<file path="config.mk">
export PLATFORM = sky130hd
export DESIGN_NAME = penta_pwm_mod
export DESIGN_NICKNAME = d
export VERILOG_FILES = /design/src/rtl/penta_pwm_pkg.sv /design/src/rtl/penta_pwm_dp.sv /design/src/rtl/penta_pwm_ctl.sv /design/src/rtl/penta_pwm_mod.sv
export SDC_FILE = /design/constraint.sdc
export NUM_CORES = 1
export LEC_CHECK = 0
export BUFFER_PORTS_ARGS = -buffer_cell sky130_fd_sc_hd__clkbuf_2
export CAP_MARGIN = 20
export CORE_ASPECT_RATIO = 1.75
export CORE_MARGIN = 5
export CORE_UTILIZATION = 40
export DETAILED_ROUTE_END_ITERATION = 16
export GPL_ROUTABILITY_DRIVEN = 0
export PLACE_DENSITY_LB_ADDON = 0.15
export RECOVER_POWER = 25
export SYNTH_ARGS = -nofsm -noshare
export SYNTH_HDL_FRONTEND = slang
export SYNTH_HIERARCHICAL = 1
export SYNTH_SLANG_ARGS = --single-unit
</file>
<file path="constraint.sdc">
create_clock -name clk -period 3.33 [get_ports clk]
set_clock_uncertainty 0.05 [all_clocks]
set_input_delay 0.1665 -clock clk [delete_from_list [all_inputs] [get_ports clk]]
set_output_delay 0.1665 -clock clk [all_outputs]
set_load 0.01 [all_outputs]
</file>
<file path="src/rtl/penta_pwm_pkg.sv">
`timescale 1ns/1ps
package penta_pwm_pkg;

  localparam int NUM_SW = 5;

  typedef enum logic [2:0] {
    LV_ZERO     = 3'b000,
    LV_POS_HALF = 3'b001,
    LV_POS_FULL = 3'b010,
    LV_NEG_FULL = 3'b110,
    LV_NEG_HALF = 3'b111
  } level_e;

  typedef logic [NUM_SW-1:0] swPat_t;

  // bit0=S1 bit1=S2 bit2=S3 bit3=S4 bit4=S5
  localparam swPat_t PAT_POS_FULL = 5'b01001;
  localparam swPat_t PAT_POS_HALF = 5'b11000;
  localparam swPat_t PAT_ZERO_LO  = 5'b01100;
  localparam swPat_t PAT_ZERO_HI  = 5'b00011;
  localparam swPat_t PAT_NEG_HALF = 5'b10010;
  localparam swPat_t PAT_NEG_FULL = 5'b00110;

  typedef struct packed {
    logic clear;
    logic advance;
    logic latchRef;
  } dpStrobe_t;

  function automatic swPat_t levelToPat(level_e lv, logic altZero);
    case (lv)
      LV_POS_FULL: return PAT_POS_FULL;
      LV_POS_HALF: return PAT_POS_HALF;
      LV_NEG_HALF: return PAT_NEG_HALF;
      LV_NEG_FULL: return PAT_NEG_FULL;
      default:     return altZero ? PAT_ZERO_HI : PAT_ZERO_LO;
    endcase
  endfunction

endpackage

</file>
<file path="src/rtl/penta_pwm_dp.sv">
`timescale 1ns/1ps
module penta_pwm_dp
  import penta_pwm_pkg::*;
#(
  parameter int REF_W = 12,
  parameter int AMP_W = 10
) (
  input  logic                    clk,
  input  logic                    rstN,
  input  dpStrobe_t               strobe,
  input  logic signed [REF_W-1:0] refIn,
  input  logic [AMP_W-1:0]        amp,
  output logic                    atTurn,
  output level_e                  levelQ
);

  localparam int CMP_W = ((REF_W > AMP_W) ? REF_W : AMP_W) + 2;

  logic [AMP_W-1:0]        carrier, carrierNext;
  logic                    dirUp, dirUpNext;
  logic signed [REF_W-1:0] refHeld;
  logic [REF_W-1:0]        refMag;
  logic [CMP_W-1:0]        magExt, halfThr, fullThr;
  level_e                  levelNext;

  // turning points of the triangle: valley, or rising and at/above peak
  assign atTurn = (carrier == '0) || (dirUp && (carrier >= amp));

  // triangle carrier stepping
  always_comb begin
    carrierNext = carrier;
    dirUpNext   = dirUp;
    if (dirUp) begin
      if (carrier < amp) begin
        carrierNext = carrier + AMP_W'(1);
      end else begin
        dirUpNext   = 1'b0;
        carrierNext = (carrier != '0) ? carrier - AMP_W'(1) : '0;
      end
    end else begin
      if (carrier != '0) begin
        carrierNext = carrier - AMP_W'(1);
      end else begin
        dirUpNext   = 1'b1;
        carrierNext = (amp != '0) ? AMP_W'(1) : '0;
      end
    end
  end

  // magnitude against lower and offset-upper thresholds
  always_comb begin
    refMag  = refHeld[REF_W-1] ? REF_W'(-refHeld) : REF_W'(refHeld);
    magExt  = CMP_W'(refMag);
    halfThr = CMP_W'(carrier);
    fullThr = CMP_W'(carrier) + CMP_W'(amp);
    if (magExt > fullThr) begin
      levelNext = refHeld[REF_W-1] ? LV_NEG_FULL : LV_POS_FULL;
    end else if (magExt > halfThr) begin
      levelNext = refHeld[REF_W-1] ? LV_NEG_HALF : LV_POS_HALF;
    end else begin
      levelNext = LV_ZERO;
    end
  end

  always_ff @(posedge clk or negedge rstN) begin
    if (!rstN) begin
      carrier <= '0;
      dirUp   <= 1'b1;
      refHeld <= '0;
      levelQ  <= LV_ZERO;
    end else if (strobe.clear) begin
      carrier <= '0;
      dirUp   <= 1'b1;
      refHeld <= '0;
      levelQ  <= LV_ZERO;
    end else if (strobe.advance) begin
      carrier <= carrierNext;
      dirUp   <= dirUpNext;
      levelQ  <= levelNext;
      if (strobe.latchRef) begin
        refHeld <= refIn;
      end
    end
  end

endmodule

</file>
<file path="src/rtl/penta_pwm_ctl.sv">
`timescale 1ns/1ps
module penta_pwm_ctl
  import penta_pwm_pkg::*;
#(
  parameter int DT_W = 4
) (
  input  logic            clk,
  input  logic            rstN,
  input  logic            enable,
  input  logic            atTurn,
  input  level_e          levelQ,
  input  logic [DT_W-1:0] deadTime,
  output dpStrobe_t       strobe,
  output swPat_t          gates
);

  swPat_t          gateQ, wantPat;
  logic [DT_W-1:0] dtCnt;
  logic            zeroSel;
  logic            curIsZero;

  always_comb begin
    strobe.clear    = !enable;
    strobe.advance  = enable;
    strobe.latchRef = enable && atTurn;
  end

  // keep the zero pair already in use; otherwise pick by alternation
  always_comb begin
    curIsZero = (gateQ == PAT_ZERO_LO) || (gateQ == PAT_ZERO_HI);
    if ((levelQ == LV_ZERO) && curIsZero) begin
      wantPat = gateQ;
    end else begin
      wantPat = levelToPat(levelQ, zeroSel);
    end
  end

  always_ff @(posedge clk or negedge rstN) begin
    if (!rstN) begin
      gateQ   <= '0;
      dtCnt   <= '0;
      zeroSel <= 1'b0;
    end else if (!enable) begin
      gateQ   <= '0;
      dtCnt   <= '0;
      zeroSel <= 1'b0;
    end else if (dtCnt != '0) begin
      dtCnt <= dtCnt - DT_W'(1);
    end else if (gateQ == '0) begin
      gateQ <= wantPat;
      if (levelQ == LV_ZERO) begin
        zeroSel <= ~zeroSel;
      end
    end else if (wantPat != gateQ) begin
      gateQ <= '0;
      dtCnt <= deadTime;
    end
  end

  assign gates = gateQ;

endmodule

</file>
<file path="src/rtl/penta_pwm_mod.sv">
`timescale 1ns/1ps
module penta_pwm_mod
  import penta_pwm_pkg::*;
#(
  parameter int REF_W = 12,
  parameter int AMP_W = 10,
  parameter int DT_W  = 4
) (
  input  logic                    clk,
  input  logic                    rstN,
  input  logic                    enable,
  input  logic signed [REF_W-1:0] refSample,
  input  logic [AMP_W-1:0]        carrierAmp,
  input  logic [DT_W-1:0]         deadTime,
  output logic [4:0]              gates,
  output logic [2:0]              levelCode
);

  dpStrobe_t strobe;
  logic      atTurn;
  level_e    levelQ;
  swPat_t    gatePat;

  penta_pwm_dp #(.REF_W(REF_W), .AMP_W(AMP_W)) u_dp (
    .clk    (clk),
    .rstN   (rstN),
    .strobe (strobe),
    .refIn  (refSample),
    .amp    (carrierAmp),
    .atTurn (atTurn),
    .levelQ (levelQ)
  );

  penta_pwm_ctl #(.DT_W(DT_W)) u_ctl (
    .clk      (clk),
    .rstN     (rstN),
    .enable   (enable),
    .atTurn   (atTurn),
    .levelQ   (levelQ),
    .deadTime (deadTime),
    .strobe   (strobe),
    .gates    (gatePat)
  );

  assign gates     = gatePat;
  assign levelCode = levelQ;

endmodule

</file>
# Word-level counts from Yosys, hierarchy flattened
# Index checks and enable logic that the tools add are counted.
# W data, S select, Z words.
dict set report totals {
  in_bits 29
  register_bits 36
  word_cells 78
  out_inout_bits 8
}
dict set report classes {
  order_cmp 4
  add_sub_neg 5
  bitwise_logic 1
  reduce_logical 14
  eq_ne 14
  n_mux 33
}
# operator count
set op_table {}
lappend op_table {{$mux W10} 5}
lappend op_table {{$mux W12} 3}
lappend op_table {{$mux W5} 5}
lappend op_table {{$mux W4} 5}
lappend op_table {{$pmux W5 S4} 1}
lappend op_table {{$reduce_bool A10 Y1} 2}
lappend op_table {{$mux W3} 5}
lappend op_table {{$gt A12 B14 Y1} 1}
lappend op_table {{$gt A12 B10 Y1} 1}
lappend op_table {{$neg A12 Y12} 1}
lappend op_table {{$add A10 B10 Y11} 1}
lappend op_table {{$add A10 B1 Y10 const B} 1}
lappend op_table {{$ge A10 B10 Y1} 1}
lappend op_table {{$logic_not A10 Y1} 1}
lappend op_table {{$lt A10 B10 Y1} 1}
lappend op_table {{$sub A10 B1 Y10 const B} 1}
lappend op_table {{$mux W1} 9}
lappend op_table {{$eq A3 B3 Y1 const B} 2}
lappend op_table {{$ne A2 B1 Y1 const B} 3}
lappend op_table {{$ne A3 B1 Y1 const B} 2}
lappend op_table {{$eq A5 B2 Y1 const B} 1}
lappend op_table {{$eq A5 B4 Y1 const B} 1}
lappend op_table {{$logic_not A5 Y1} 1}
lappend op_table {{$ne A5 B5 Y1} 1}
lappend op_table {{12 further kinds} 16}

# Depth between registers and ports, before layout
dict set report depth {
  depth_word 9
  ltp_mapped 15
  mapped_depth_nobuf 15
}

# Hierarchy
# The synthesis kept the hierarchy.
# module instances seq_area_each_um2 area_per_inst_um2 cells_each
set modules_own_cells {}
lappend modules_own_cells {penta_pwm_dp 1 651.9 3015.4 384}
lappend modules_own_cells {penta_pwm_ctl 1 250.2 879.6 115}

# Worst setup path before layout
# OpenSTA, ideal clock, no wires.
dict set report synth_path {
  path_type {reg-to-reg}
  start {reg u_dp.carrier[2]}
  end {reg u_dp.levelQ[2]}
  n_path_buf 0
  arrival_ns 2.910
  path_stages_with_launch 13
  synth_period_minus_slack_ns 3.085
  slack_ns 0.245
  required_ns 3.156
  setup_ns 0.124
  path_cell_list {dfrtp_1 ha_1 o21bai_1 a221oi_1 o221ai_1 nor4_1 a211oi_1 ha_1 nand4_1 or4_1 a32o_1 nor2_1 a21oi_1}
}
dict set report synth_via {
  elab_chain_len 4
  elab_cells_between_ends 6
  cone_classes {add/sub: 1; order compare: 2; mux: 3}
}
# item line
set synth_lines {}
lappend synth_lines {{from (decl)} penta_pwm_dp.sv:19} ;# logic [AMP_W-1:0] carrier, carrierNext;
lappend synth_lines {{from (signal assigned)} penta_pwm_dp.sv:77} ;# carrier <= carrierNext;
lappend synth_lines {{$add A10 B10 Y11 / $gt A12 B10 Y1 (equally long branches)} {penta_pwm_dp.sv:55, penta_pwm_dp.sv:58}}
lappend synth_lines {{$gt A12 B14 Y1 / $mux W3 (equally long branches)} {penta_pwm_dp.sv:56, penta_pwm_dp.sv:58}}
lappend synth_lines {{$mux W3 (*)} penta_pwm_dp.sv:56} ;# if (magExt > fullThr) begin
lappend synth_lines {{$mux W3 (*)} penta_pwm_dp.sv:71} ;# end else if (strobe.clear) begin
lappend synth_lines {{to (signal assigned)} penta_pwm_dp.sv:79} ;# levelQ <= levelNext;
lappend synth_lines {{to (decl)} penta_pwm_dp.sv:14} ;# output level_e levelQ
# Every way passes the cells marked *; elsewhere a longest branch is shown, timed or not.
# A chain may end at the register's enable or synchronous reset.

# Worst setup path after layout
dict set report layout_path {
  start {reg u_dp.carrier[0]}
  end {reg u_dp.levelQ[2]}
}
# The elaborated chain is that of the path after synthesis.

==> run summary <==
The run gives 18100 um as the global-route wire length before repair. The clock sink count is 36. The reported leakage power was 2.03 nW.

The checks that failed: capacitance limit, slew limit. For the pin with the worst max-slew slack, the measured transition is 2080 ps. The total overflow left after global routing is 0. The tools report the highest clock rate as 311 MHz. The clock root buffer was clkbuf_16. Counting tap cells, the placed design contains a total of 653 instances. Of the synthesized area, sequential elements account for 23.2%. Of the post-synthesis cell area, the dominant cell type holds 22.5%. The number of violations of the max-capacitance limit is 1.

Counting flops with a built-in enable in the synthesized netlist gives 0. The run gives 3440 ps as the data required time of the worst path. The worst register-to-register path begins at u_dp/carrier[0].

For this design the top-level I/O count stands at 37. The number of optimization iterations in the first detailed-route pass is 4, and the logic depth of the worst register-to-register path is 14. The clock slew seen by the registers of the worst setup and hold paths is 60 ps, and the register-to-register path setup slack is 120 ps. Of the cells placed in the final design, the portion with a size suffix greater than 1 is 15.6%. The die is 141 um tall. The core region is 9530 um^2.

The internal power of the cells was 0.00144 W; the worst-case headroom to the max-slew limit was -39.0%. For the DRC marker count from the first detailed-route iteration, the log shows 201. Summing over every cut layer, the via total after detailed routing is 3802. Power spread over the standard cell area amounts to 584 nW/um^2. The number of antenna diodes in the final layout is 0. The number of different library cells in the post-synthesis netlist was 72.

The worst hold path terminates at u_dp/refHeld[10]. The cell area after synthesis was 3890 um^2. After detailed routing, the total wire length is 11200 um. The clock tree synthesis step divided the H-tree into 2 levels. The commonest cells after synthesis are nand2_1, ha_1, a21oi_1. The power share of the clock group was 18.5%; the maximum count of clock buffers along a single path was 2. In this run the most critical hold path is launched from refSample[10]. Class of the worst hold path: in -> reg. The sort of element at the end of the critical path was a flop.

In this run the mean area of a mapped cell was 7.81 um^2. Switching power of the nets: 0.00117 W. The final cycle utilization of the critical path works out to 96.5%. Combinational cells account for 56.4% of the total power. Entering global routing, the biggest net connects 37 pins. The slowest cell on the critical path was or4_4. The clock buffer count from CTS was 5. Along the worst hold path, the cell count comes to 3.

The max-slew violation count was 37; the HPWL reported at the end of detailed placement was 8750 um. The number of cells on the critical path was 14; the post-CTS repair timing setup buffer count was 0. The logs give 0 for the hold violation total from the final report and 3736 for the number of global-route vias before repair.

TritonCTS built the clock tree. The number of setup violations in the final report is 0, and the area of the die is 11900 um^2. The switching portion of total power was 44.7%. Synthesis inferred 36 register bits. Number of cells in the finished layout apart from fillers: 661. Synthesis produced a netlist with a net count of 575. From synthesis to final layout, the design area changed by 14.5%.

The wire length per cell after detailed routing is 16.9 um, and the number of vias per cell is 5.75. The share of synthesized registers carrying an async set or reset is 100%, and the insertion delay of the later-clocked pin in the worst-skew pair is 280 ps. Yosys printed 6 warnings.

The run finished, with violations left. The number of hold-repair buffers added at the cts stage came out at 0. STA puts the critical path data arrival time at 3330 ps. The floorplan has 47 rows. The number of design rule violations left after detail routing is 0. Along the worst path, the maximum fanout reaches 4. In this design, the largest share of critical-path delay is due to simple AND/OR/NAND/NOR gates. The width of the die came out at 84.6 um. The most used flip-flop cell after synthesis is dfrtp_1. Number of buffers and inverters on the critical path: 0. Most repeated cell in the gate-level netlist after synthesis: nand2_1.

End of the worst register-to-register path: u_dp/levelQ[2]. Post-synthesis cell type with the largest combined area: dfrtp_1. Setup repair after global routing could not meet its margin everywhere.

The worst setup path is launched from a flop. The portion of total power attributed to sequential cells came out at 25.1%. The signal on the critical path passes through ha_2, fa_2, nand2b_1, a21oi_1, nor2_1, o31a_1, a21oi_2, a221oi_2, ha_1, nand2_1, or4_4, a32o_1, nor2_1, a21oi_1. The setup path with the least slack is of type reg -> reg. The tools report the initial cell density of the core as 40.9%. In the post-synthesis netlist, the biggest area contributors are dfrtp_1, ha_1, nand2_1. The layout net count was 614. After layout, the minimum clock period comes to 3210 ps. In this run the tool buffered the top-level ports with 36 buffer cells. Synthesis produced 499 cells. Global routing used 18.7% of the available tracks. The worst-case IR drop observed on VDD is 0.000332 V. Once detail routing completed, the nets flagged for antenna violations numbered 0. The tools report the final worst hold slack as 46.8 ps.

The maximum single-stage delay on the critical path was 550 ps; the initial antenna violation count was 0.
## cell usage in the layout (no fill, tap or decap), types with 4 or more instances in the layout
cell	netlist	routed
nand4_1	8	8
nand3_1	13	13
nand2b_1	19	19
nor3b_1	4	4
nor3_1	15	15
o21ai_0	18	18
xor2_1	8	8
a311oi_1	5	5
a31oi_1	5	5
buf_4	3	19
nor2_1	39	39
mux2i_1	5	5
clkbuf_2	0	35
xnor2_1	15	15
inv_1	35	35
a211oi_1	7	7
nor2b_1	8	8
ha_1	46	44
nor4_1	8	8
a21oi_1	43	42
dfrtp_1	35	35
clkbuf_16	0	5
nand2_1	62	62
## per-layer routing
metal  track usage, %  part of all wire, %
met5                0                    0
met4             8.92                  4.0
met3             2.00                  3.8
met2             35.7                   54
met1             19.9                   38
## layout make-up
cell class              instances  area, um^2
clock buffers                   6         139
clock inverters                 2        10.0
fillers                      1002        5070
inverters                      36         135
multi-input cells             404        2800
flip-flops and latches         36         902
well taps                     122         153
repair buffers                 55         322
## worst max-delay path by stage
stage | start | to
after CTS | u_dp/carrier[1] | u_dp/levelQ[2]
final | u_dp/carrier[0] | u_dp/levelQ[2]
after floorplan | u_dp/carrier[2] | u_dp/levelQ[2]
after global routing | u_dp/carrier[0] | u_dp/levelQ[2]
after detailed placement | u_dp/carrier[0] | u_dp/levelQ[2]
after global placement | u_dp/carrier[0] | u_dp/levelQ[2]
## state kept, by name (all words and copies together) (netlist names)
| signal | count |
|---|---|
| u_ctl/dtCnt | 4 |
| u_ctl/gates | 5 |
| u_ctl/zeroSel | 1 |
| u_dp/carrier | 10 |
| u_dp/dirUp | 1 |
| u_dp/levelQ | 3 |
| u_dp/refHeld | 12 |
## stage by stage
step | setup slack (ps) | total power (W) | utilization, % | instance area (um^2) | setup TNS [ps]
after global placement | 97.7 | 0.00206 | 44.7 | 4260 | 0
after floorplan | 245 | 0.00170 | - | 3890 | 0
after global routing | -104 | 0.00284 | 46.8 | 4460 | -201
after CTS | 22.6 | 0.00260 | 46.3 | 4410 | 0
final | 115 | 0.00261 | 46.8 | 4460 | 0
after detailed placement | 12.2 | 0.00210 | 44.7 | 4260 | 0
## power by group through the flow
stage          sequential, W  combinational, W  clock, W
2_1_floorplan       0.000617           0.00108         0
3_3_place_gp        0.000656           0.00141         0
3_5_place_dp        0.000660           0.00144         0
4_1_cts             0.000653           0.00144  0.000499
5_1_grt             0.000673           0.00165  0.000508
6_report            0.000654           0.00147  0.000481
## worst reg2reg max path: cells and delay by family (launching register included)
kind	cells	cell delay, ps
adders and majority gates	3	770
DFF	1	380
and+or+nand+nor	5	950
AOI/OAI and AO/OA	6	940
## what timing repair did
item | CTS | global route
gates resized for setup | 1 | 10
hold endpoints to repair | 0 | 0
pin swaps | 0 | 5
setup endpoints to repair | 1 | 3
## cells by family (layout without fill, tap and decap cells)
logic type                 count (synthesis)  in the layout  share of synthesized area (%)
xor gates and xnor gates                  23             23                           5.17
AOI/OAI and AO/OA                        129            129                           22.7
buffers and inverters                     59             99                           6.36
adders and majority gates                 47             47                           15.3
and+or+nand+nor                          200            200                           26.0
DFF                                       36             36                           23.2
muxes                                      5              5                           1.28
Note: power is estimated with default switching activity, not from simulation.
